**config.mk**
```make
export PLATFORM = sky130hd
export DESIGN_NAME = dma2d_addr_gen
export DESIGN_NICKNAME = d
export VERILOG_FILES = /design/src/rtl/dma2d_pkg.sv /design/src/rtl/dma2d_stride_scale.sv /design/src/rtl/dma2d_dim_counter.sv /design/src/rtl/dma2d_seq_ctrl.sv /design/src/rtl/dma2d_addr_gen.sv
export SDC_FILE = /design/constraint.sdc
export NUM_CORES = 1
export LEC_CHECK = 0
export BUFFER_PORTS_ARGS = -buffer_cell sky130_fd_sc_hd__buf_2
export CORE_AREA = 3 3 200 104
export CTS_BUF_LIST = sky130_fd_sc_hd__clkbuf_16
export CTS_CLUSTER_DIAMETER = 80
export CTS_CLUSTER_SIZE = 14
export DETAILED_ROUTE_END_ITERATION = 8
export DIE_AREA = 0 0 203 107
export HOLD_SLACK_MARGIN = 0.02
export PLACE_DENSITY = 0.81
export SLEW_MARGIN = 20
export SYNTH_ARGS = -nofsm -noshare
export SYNTH_HDL_FRONTEND = slang
export SYNTH_HIERARCHICAL = 1
export SYNTH_SLANG_ARGS = --single-unit
```
**constraint.sdc**
```tcl
create_clock -name clk -period 4.9 [get_ports clk]
set_input_delay 0.98 -clock clk [delete_from_list [all_inputs] [get_ports clk]]
set_output_delay 0.98 -clock clk [all_outputs]
set_load 0.01 [all_outputs]
```
**src/rtl/dma2d_pkg.sv**
```systemverilog
package dma2d_pkg;
  typedef enum logic [1:0] {
    ESZ_BYTE = 2'b00,
    ESZ_HALF = 2'b01,
    ESZ_WORD = 2'b10
  } esz_e;

  typedef enum logic {
    ST_IDLE = 1'b0,
    ST_RUN  = 1'b1
  } gen_state_e;

  typedef enum logic [2:0] {
    AS_HOLD,
    AS_LOAD_NEW,
    AS_RELOAD,
    AS_INNER,
    AS_OUTER
  } addr_sel_e;
endpackage

```
**src/rtl/dma2d_stride_scale.sv**
```systemverilog
module dma2d_stride_scale
  import dma2d_pkg::*;
#(
  parameter int AW = 32,
  parameter int SW = 16
) (
  input  logic [SW-1:0] stride,
  input  logic [1:0]    esz,
  output logic [AW-1:0] step
);
  logic [AW-1:0] ext;

  always_comb begin
    ext = {{(AW-SW){stride[SW-1]}}, stride};
    case (esz_e'(esz))
      ESZ_HALF: step = ext << 1;
      ESZ_WORD: step = ext << 2;
      default:  step = ext;
    endcase
  end
endmodule

```
**src/rtl/dma2d_dim_counter.sv**
```systemverilog
module dma2d_dim_counter #(
  parameter int CW = 16
) (
  input  logic          clk,
  input  logic          rst_n,
  input  logic          load,
  input  logic          dec,
  input  logic [CW-1:0] load_val,
  output logic [CW:0]   count,
  output logic          at_one
);
  localparam logic [CW:0] FULL = {1'b1, {CW{1'b0}}};
  localparam logic [CW:0] ONE  = {{CW{1'b0}}, 1'b1};

  always_ff @(posedge clk) begin
    if (!rst_n)        count <= '0;
    else if (load)     count <= (load_val == '0) ? FULL : {1'b0, load_val};
    else if (dec)      count <= count - ONE;
  end

  assign at_one = (count == ONE);
endmodule

```
**src/rtl/dma2d_seq_ctrl.sv**
```systemverilog
module dma2d_seq_ctrl
  import dma2d_pkg::*;
(
  input  logic      clk,
  input  logic      rst_n,
  input  logic      start,
  input  logic      hs,
  input  logic      inner_last,
  input  logic      outer_last,
  input  logic      autobuf,
  input  logic      irq_per_row,
  output logic      busy,
  output logic      done,
  output logic      irq,
  output logic      accept_start,
  output logic      inner_load,
  output logic      inner_dec,
  output logic      outer_load,
  output logic      outer_dec,
  output addr_sel_e addr_sel
);
  gen_state_e state;
  logic row_done, buf_done;

  assign accept_start = start && (state == ST_IDLE);
  assign row_done     = hs && inner_last;
  assign buf_done     = row_done && outer_last;
  assign inner_load   = accept_start || row_done;
  assign inner_dec    = hs && !inner_last;
  assign outer_load   = accept_start || (buf_done && autobuf);
  assign outer_dec    = row_done && !outer_last;
  assign busy         = (state == ST_RUN);

  always_comb begin
    if (accept_start)                  addr_sel = AS_LOAD_NEW;
    else if (buf_done && autobuf)      addr_sel = AS_RELOAD;
    else if (row_done && !outer_last)  addr_sel = AS_OUTER;
    else if (inner_dec)                addr_sel = AS_INNER;
    else                               addr_sel = AS_HOLD;
  end

  always_ff @(posedge clk) begin
    if (!rst_n) begin
      state <= ST_IDLE;
      done  <= 1'b0;
      irq   <= 1'b0;
    end else begin
      irq <= autobuf && (irq_per_row ? row_done : buf_done);
      if (accept_start) begin
        state <= ST_RUN;
        done  <= 1'b0;
      end else if (buf_done && !autobuf) begin
        state <= ST_IDLE;
        done  <= 1'b1;
      end
    end
  end
endmodule

```
**src/rtl/dma2d_addr_gen.sv**
```systemverilog
module dma2d_addr_gen
  import dma2d_pkg::*;
#(
  parameter int AW = 32,
  parameter int CW = 16,
  parameter int SW = 16
) (
  input  logic          clk,
  input  logic          rst_n,
  input  logic          start,
  input  logic [AW-1:0] cfg_start_addr,
  input  logic [CW-1:0] cfg_inner_cnt,
  input  logic [CW-1:0] cfg_outer_cnt,
  input  logic [SW-1:0] cfg_inner_stride,
  input  logic [SW-1:0] cfg_outer_stride,
  input  logic [1:0]    cfg_elem_size,
  input  logic          cfg_two_dim,
  input  logic          cfg_autobuf,
  input  logic          cfg_irq_per_row,
  output logic          out_valid,
  input  logic          out_ready,
  output logic [AW-1:0] out_addr,
  output logic          out_row_end,
  output logic          out_last,
  output logic          busy,
  output logic          done,
  output logic          irq,
  output logic [CW:0]   inner_left,
  output logic [CW:0]   outer_left
);
  localparam logic [CW-1:0] ONE_ROW = {{(CW-1){1'b0}}, 1'b1};

  logic [AW-1:0] lat_start;
  logic [CW-1:0] lat_icnt, lat_ocnt;
  logic [SW-1:0] lat_istr, lat_ostr;
  logic [1:0]    lat_esz;
  logic          lat_auto, lat_rowirq;

  logic          accept_start, hs;
  logic          inner_load, inner_dec, outer_load, outer_dec;
  logic          inner_last, outer_last;
  addr_sel_e     addr_sel;
  logic [AW-1:0] istep, ostep;
  logic [CW-1:0] ocnt_eff;

  assign ocnt_eff = cfg_two_dim ? cfg_outer_cnt : ONE_ROW;
  assign hs       = out_valid && out_ready;

  always_ff @(posedge clk) begin
    if (!rst_n) begin
      lat_start  <= '0;
      lat_icnt   <= '0;
      lat_ocnt   <= '0;
      lat_istr   <= '0;
      lat_ostr   <= '0;
      lat_esz    <= '0;
      lat_auto   <= 1'b0;
      lat_rowirq <= 1'b0;
    end else if (accept_start) begin
      lat_start  <= cfg_start_addr;
      lat_icnt   <= cfg_inner_cnt;
      lat_ocnt   <= ocnt_eff;
      lat_istr   <= cfg_inner_stride;
      lat_ostr   <= cfg_outer_stride;
      lat_esz    <= cfg_elem_size;
      lat_auto   <= cfg_autobuf;
      lat_rowirq <= cfg_irq_per_row;
    end
  end

  dma2d_stride_scale #(.AW(AW), .SW(SW)) u_istep (
    .stride(lat_istr), .esz(lat_esz), .step(istep));
  dma2d_stride_scale #(.AW(AW), .SW(SW)) u_ostep (
    .stride(lat_ostr), .esz(lat_esz), .step(ostep));

  dma2d_dim_counter #(.CW(CW)) u_inner (
    .clk(clk), .rst_n(rst_n), .load(inner_load), .dec(inner_dec),
    .load_val(accept_start ? cfg_inner_cnt : lat_icnt),
    .count(inner_left), .at_one(inner_last));

  dma2d_dim_counter #(.CW(CW)) u_outer (
    .clk(clk), .rst_n(rst_n), .load(outer_load), .dec(outer_dec),
    .load_val(accept_start ? ocnt_eff : lat_ocnt),
    .count(outer_left), .at_one(outer_last));

  dma2d_seq_ctrl u_ctrl (
    .clk(clk), .rst_n(rst_n), .start(start), .hs(hs),
    .inner_last(inner_last), .outer_last(outer_last),
    .autobuf(lat_auto), .irq_per_row(lat_rowirq),
    .busy(busy), .done(done), .irq(irq), .accept_start(accept_start),
    .inner_load(inner_load), .inner_dec(inner_dec),
    .outer_load(outer_load), .outer_dec(outer_dec), .addr_sel(addr_sel));

  always_ff @(posedge clk) begin
    if (!rst_n) out_addr <= '0;
    else begin
      case (addr_sel)
        AS_LOAD_NEW: out_addr <= cfg_start_addr;
        AS_RELOAD:   out_addr <= lat_start;
        AS_INNER:    out_addr <= out_addr + istep;
        AS_OUTER:    out_addr <= out_addr + ostep;
        default:     out_addr <= out_addr;
      endcase
    end
  end

  assign out_valid   = busy;
  assign out_row_end = busy && inner_last;
  assign out_last    = busy && inner_last && outer_last;
endmodule

```
==> results by group <==
Outcome
  • Outcome: finished clean

STA
  • Clock Skew: approximately 0.013 ns
  • Number of pins with negative max-slew slack in the final report: 0
  • Transition time at the pin with the least slew margin: just under 1 ns
  • F_max: 0.216 GHz
  • Relative slew slack: 0.335
  • Clock period minus worst slack: 4.63 ns
  • Final-report hold violation count: 0
  • Final worst-path cycle share: 0.945
  • Final setup violating endpoints: 0
  • Total negative setup slack: 0 ns
  • Worst-case hold slack: just over 0.5 ns

Yosys
  • Share of synthesized area spent on multiplexers: 0.0827
  • Simple-gate share of the synthesized area: 0.235
  • Area of the mapped netlist: 11000 um2
  • Sequential element share of the synthesized area: 0.307
  • Post-synthesis compound-gate area fraction: 0.218
  • Cell type with the largest total area after synthesis: sky130_fd_sc_hd__dfxtp_1
  • Share of synthesized flip-flops with an asynchronous set or reset: 0
  • Seq cells post-synth: between 150 and 200
  • Most used standard cells in the synthesized netlist: sky130_fd_sc_hd__nand2_1 (217), sky130_fd_sc_hd__dfxtp_1 (169), sky130_fd_sc_hd__o21ai_0 (87)
  • Most frequent cell after synthesis: sky130_fd_sc_hd__nand2_1
  • Largest cells by area after synthesis: sky130_fd_sc_hd__dfxtp_1 (31%), sky130_fd_sc_hd__nand2_1 (7.4%), sky130_fd_sc_hd__mux2i_1 (6.5%), sky130_fd_sc_hd__ha_1 (5.1%), sky130_fd_sc_hd__nor2b_1 (4.1%)
  • Area share of xor/xnor cells in the synthesized design: 0.0357
  • Share of the synthesized area in the top cell type: 0.307
  • Avg Inst Size Synth: ~8 um2
  • Number of distinct library cells after synthesis: 84
  • Net count of the mapped netlist: around 1500
  • Dominant synthesized flop cell: sky130_fd_sc_hd__dfxtp_1
  • Adder-cell area share of the yosys netlist: 0.0528
  • Instance count of the mapped netlist: about 1400
  • Synth warn: 6
  • Dominant combinational cell family by area after synthesis: simple AND/OR/NAND/NOR gates
  • EDFF count, synth: 0

Clocking
  • Count of H-tree levels built during CTS: 4
  • Clock Tree Root: sky130_fd_sc_hd__clkbuf_16
  • Number of CTS-inserted buffers: 17
  • Worst-case clock buffer depth: 2
  • CTS tree: yes
  • Clk_lat worst skew: approximately 0.44 ns
  • CTS sink cnt: around 170
  • Clock-pin slew on the worst setup and hold paths: 0.08 ns

Global route
  • Via count of the first global-routing pass: roughly 9500
  • Aggregate global-route resource usage: 0.284
  • First-pass GRT wire length: around 50000 um
  • Largest net degree at the start of global routing: about 100
  • Number of antenna violations at the first check in global routing: 1
  • Global route total overflow: 0

Floorplanning
  • Row cnt: 36
  • Die area: 21700 um2
  • Starting density of the core: 0.574
  • Vertical extent of the die: between 100 and 150 um
  • Core box area: a little under 20000 um2
  • I/O pin cnt: between 150 and 200
  • Horizontal die dimension: around 200 um

Pwr
  • Clock Power Share: 0.356
  • Power density over cell area: between 300 and 400 nW/um2
  • Sequential share of power: 0.422
  • Fraction of power spent switching nets: 0.324
  • Leakage power: between 5 and 6 nW
  • Pwr Total: 0.00374 W
  • Power spent charging and discharging nets: roughly 0.0012 W
  • Combinational group share of total power: 0.222
  • Peak supply drop: around 260 uV
  • Internal portion of total power: between 0.002 and 0.003 W

Worst setup path
  • Reg-to-reg critical path startpoint: u_inner/count[7]
  • Worst R2R Path Depth: 20
  • Largest driver fanout on the critical path: 7
  • Capturing element type of the critical path: register
  • Critical path type: reg2reg
  • Startpoint type of the worst setup path: register
  • Required time at the worst-slack endpoint: around 5.3 ns
  • Critical path origin: u_inner/count[7]
  • Slack of the worst reg-to-reg path: between 0.2 and 0.3 ns
  • Crit Reg-Reg Endpoint: out_addr[24]
  • Arrival time at the worst endpoint: 5.01 ns
  • CP Capture Point: out_addr[24]

Finish
  • Combined flip-flop and latch cell area: about 3400 um2
  • Area occupied by multi-input gates: a little under 7000 um2
  • Growth of design area from synthesis to finish: 12.6%
  • Final cell area excluding filler cells: around 12000 um2
  • Nets@finish: 1632
  • Fraction of layout instances using a drive strength above 1: 0.194
  • FILL cells: around 1700

Route
  • Via count of the routed design: between 10000 and 15000
  • Routed wire length per instance: 17.9 um
  • DRT Wirelength: 31500 um
  • Number of iterations in the first detailed-routing pass: 6
  • DRC violation count after routing: 0
  • Violation count after the first detailed-route iteration: approximately 1000
  • Number of nets still failing antenna checks after routing: 0
  • Mean number of vias per cell: 5.89

Placement
  • Final GP Congestion: roughly 1.0
  • Area of placed instances: about 12000 um2
  • Sum of net half-perimeters after detailed placement: 23400 um
  • Input/output buffers: between 150 and 200

Job
  • Max-cap check violation count: 0

Hold path
  • Worst Hold Class: reg2reg
## registers in the layout, summed over array words and instances (netlist names), 2 cells and up
register / flops
lat_esz: 2
lat_icnt: 16
lat_istr: 16
lat_ocnt: 16
lat_ostr: 16
lat_start: 32
out_addr: 32
u_inner/count: 17
u_outer/count: 17
## what timing repair did
action / 4_1_cts / 5_1_grt
endpoints found under the setup margin: 0 / 21
buffers inserted: 0 / 2
resized for setup: 0 / 0
hold buffers: 0 / 0
## critical path: stages (launching register included)
cell and delay, ns:
sky130_fd_sc_hd__dfxtp_1 0.38, sky130_fd_sc_hd__nor4_4 0.39, sky130_fd_sc_hd__nand4b_2 0.22, sky130_fd_sc_hd__and4bb_2 0.45, sky130_fd_sc_hd__nand2_1 0.16, sky130_fd_sc_hd__nor3_2 0.33
sky130_fd_sc_hd__inv_2 0.10, sky130_fd_sc_hd__nor3_4 0.21, sky130_fd_sc_hd__buf_12 0.15, sky130_fd_sc_hd__nand2_1 0.09, sky130_fd_sc_hd__nand2_1 0.08, sky130_fd_sc_hd__ha_1 0.16
sky130_fd_sc_hd__inv_1 0.06, sky130_fd_sc_hd__fa_1 0.40, sky130_fd_sc_hd__nor2b_1 0.17, sky130_fd_sc_hd__o21ba_2 0.19, sky130_fd_sc_hd__o2111ai_2 0.18, sky130_fd_sc_hd__a311oi_2 0.43
sky130_fd_sc_hd__a31oi_1 0.15, sky130_fd_sc_hd__xor2_1 0.15, sky130_fd_sc_hd__o21ai_0 0.12
## power groups by stage
stage                     sequential [W]  clock [W]  combinational (W)
after floorplan                  0.00159          0           0.000575
after global placement           0.00160          0           0.000794
after detailed placement         0.00160          0           0.000810
after CTS                        0.00157    0.00134           0.000818
after global routing             0.00159    0.00140           0.000912
final                            0.00158    0.00133           0.000830
## layout make-up
type                    instances  area share
well taps                     266      0.0268
inverters                      44      0.0135
clock inverters                15      0.0113
diodes                          1    0.000201
repair buffers                199      0.0870
flip-flops and latches        169       0.272
multi-input cells            1050       0.555
clock buffers                  17      0.0342
## layer usage
layer  up-vias  routed length (um)  track usage
met5         -                   0            0
met4         0                 490       0.0741
met3        45                2810       0.0646
met2       439               13700        0.435
met1      4855               14500        0.403
li1       5041                   -            -
## how the worst min path moves through the flow
stage                start          end  slack [ns]  depth (start not counted)
4_1_cts        u_ctrl/done  u_ctrl/done        0.51                          1
5_1_grt        u_ctrl/done  u_ctrl/done        0.54                          1
3_5_place_dp   u_ctrl/done  u_ctrl/done        0.49                          1
6_report       u_ctrl/done  u_ctrl/done        0.51                          1
2_1_floorplan     lat_auto   u_ctrl/irq        0.46                          2
3_3_place_gp   u_ctrl/done  u_ctrl/done        0.48                          1
## per-stage QoR
step,worst slack [ns],std cells,utilization
2_1_floorplan,0.316,1376,-
3_3_place_gp,0.349,1726,0.615
3_5_place_dp,0.229,1726,0.615
4_1_cts,0.162,1758,0.645
5_1_grt,-0.00408,1761,0.646
6_report,0.268,1761,0.646
## cell usage in the layout, fill, tap and decap left out, drive strengths merged, types with 5 or more instances in the layout
| master | instances |
|---|---|
| nand4 | 14 |
| clkinv | 6 |
| dfxtp | 169 |
| nor4 | 12 |
| inv | 50 |
| o211a | 11 |
| clkbuf | 17 |
| o211ai | 8 |
| o21bai | 5 |
| nor2 | 60 |
| a21o | 16 |
| nor2b | 73 |
| mux2i | 72 |
| o21ai | 119 |
| o22ai | 10 |
| a21oi | 80 |
| o31a | 6 |
| xor2 | 23 |
| buf | 199 |
| o21a | 15 |
| xnor2 | 22 |
| a31oi | 8 |
| a22oi | 40 |
| mux2 | 17 |
| nand3 | 16 |
| nand2b | 6 |
| and2 | 41 |
| nand3b | 7 |
| nor3 | 14 |
| a211oi | 17 |
| ha | 45 |
| nand2 | 219 |
| a21boi | 5 |
## cells by family after synthesis
logic type / Yosys count
and+or+nand+nor: 501
AOI/OAI and AO/OA: 369
DFF: 169
buffers and inverters: 157
muxes: 89
adders and majority gates: 46
xor gates and xnor gates: 45
Note: power is estimated with default switching activity, not from simulation.
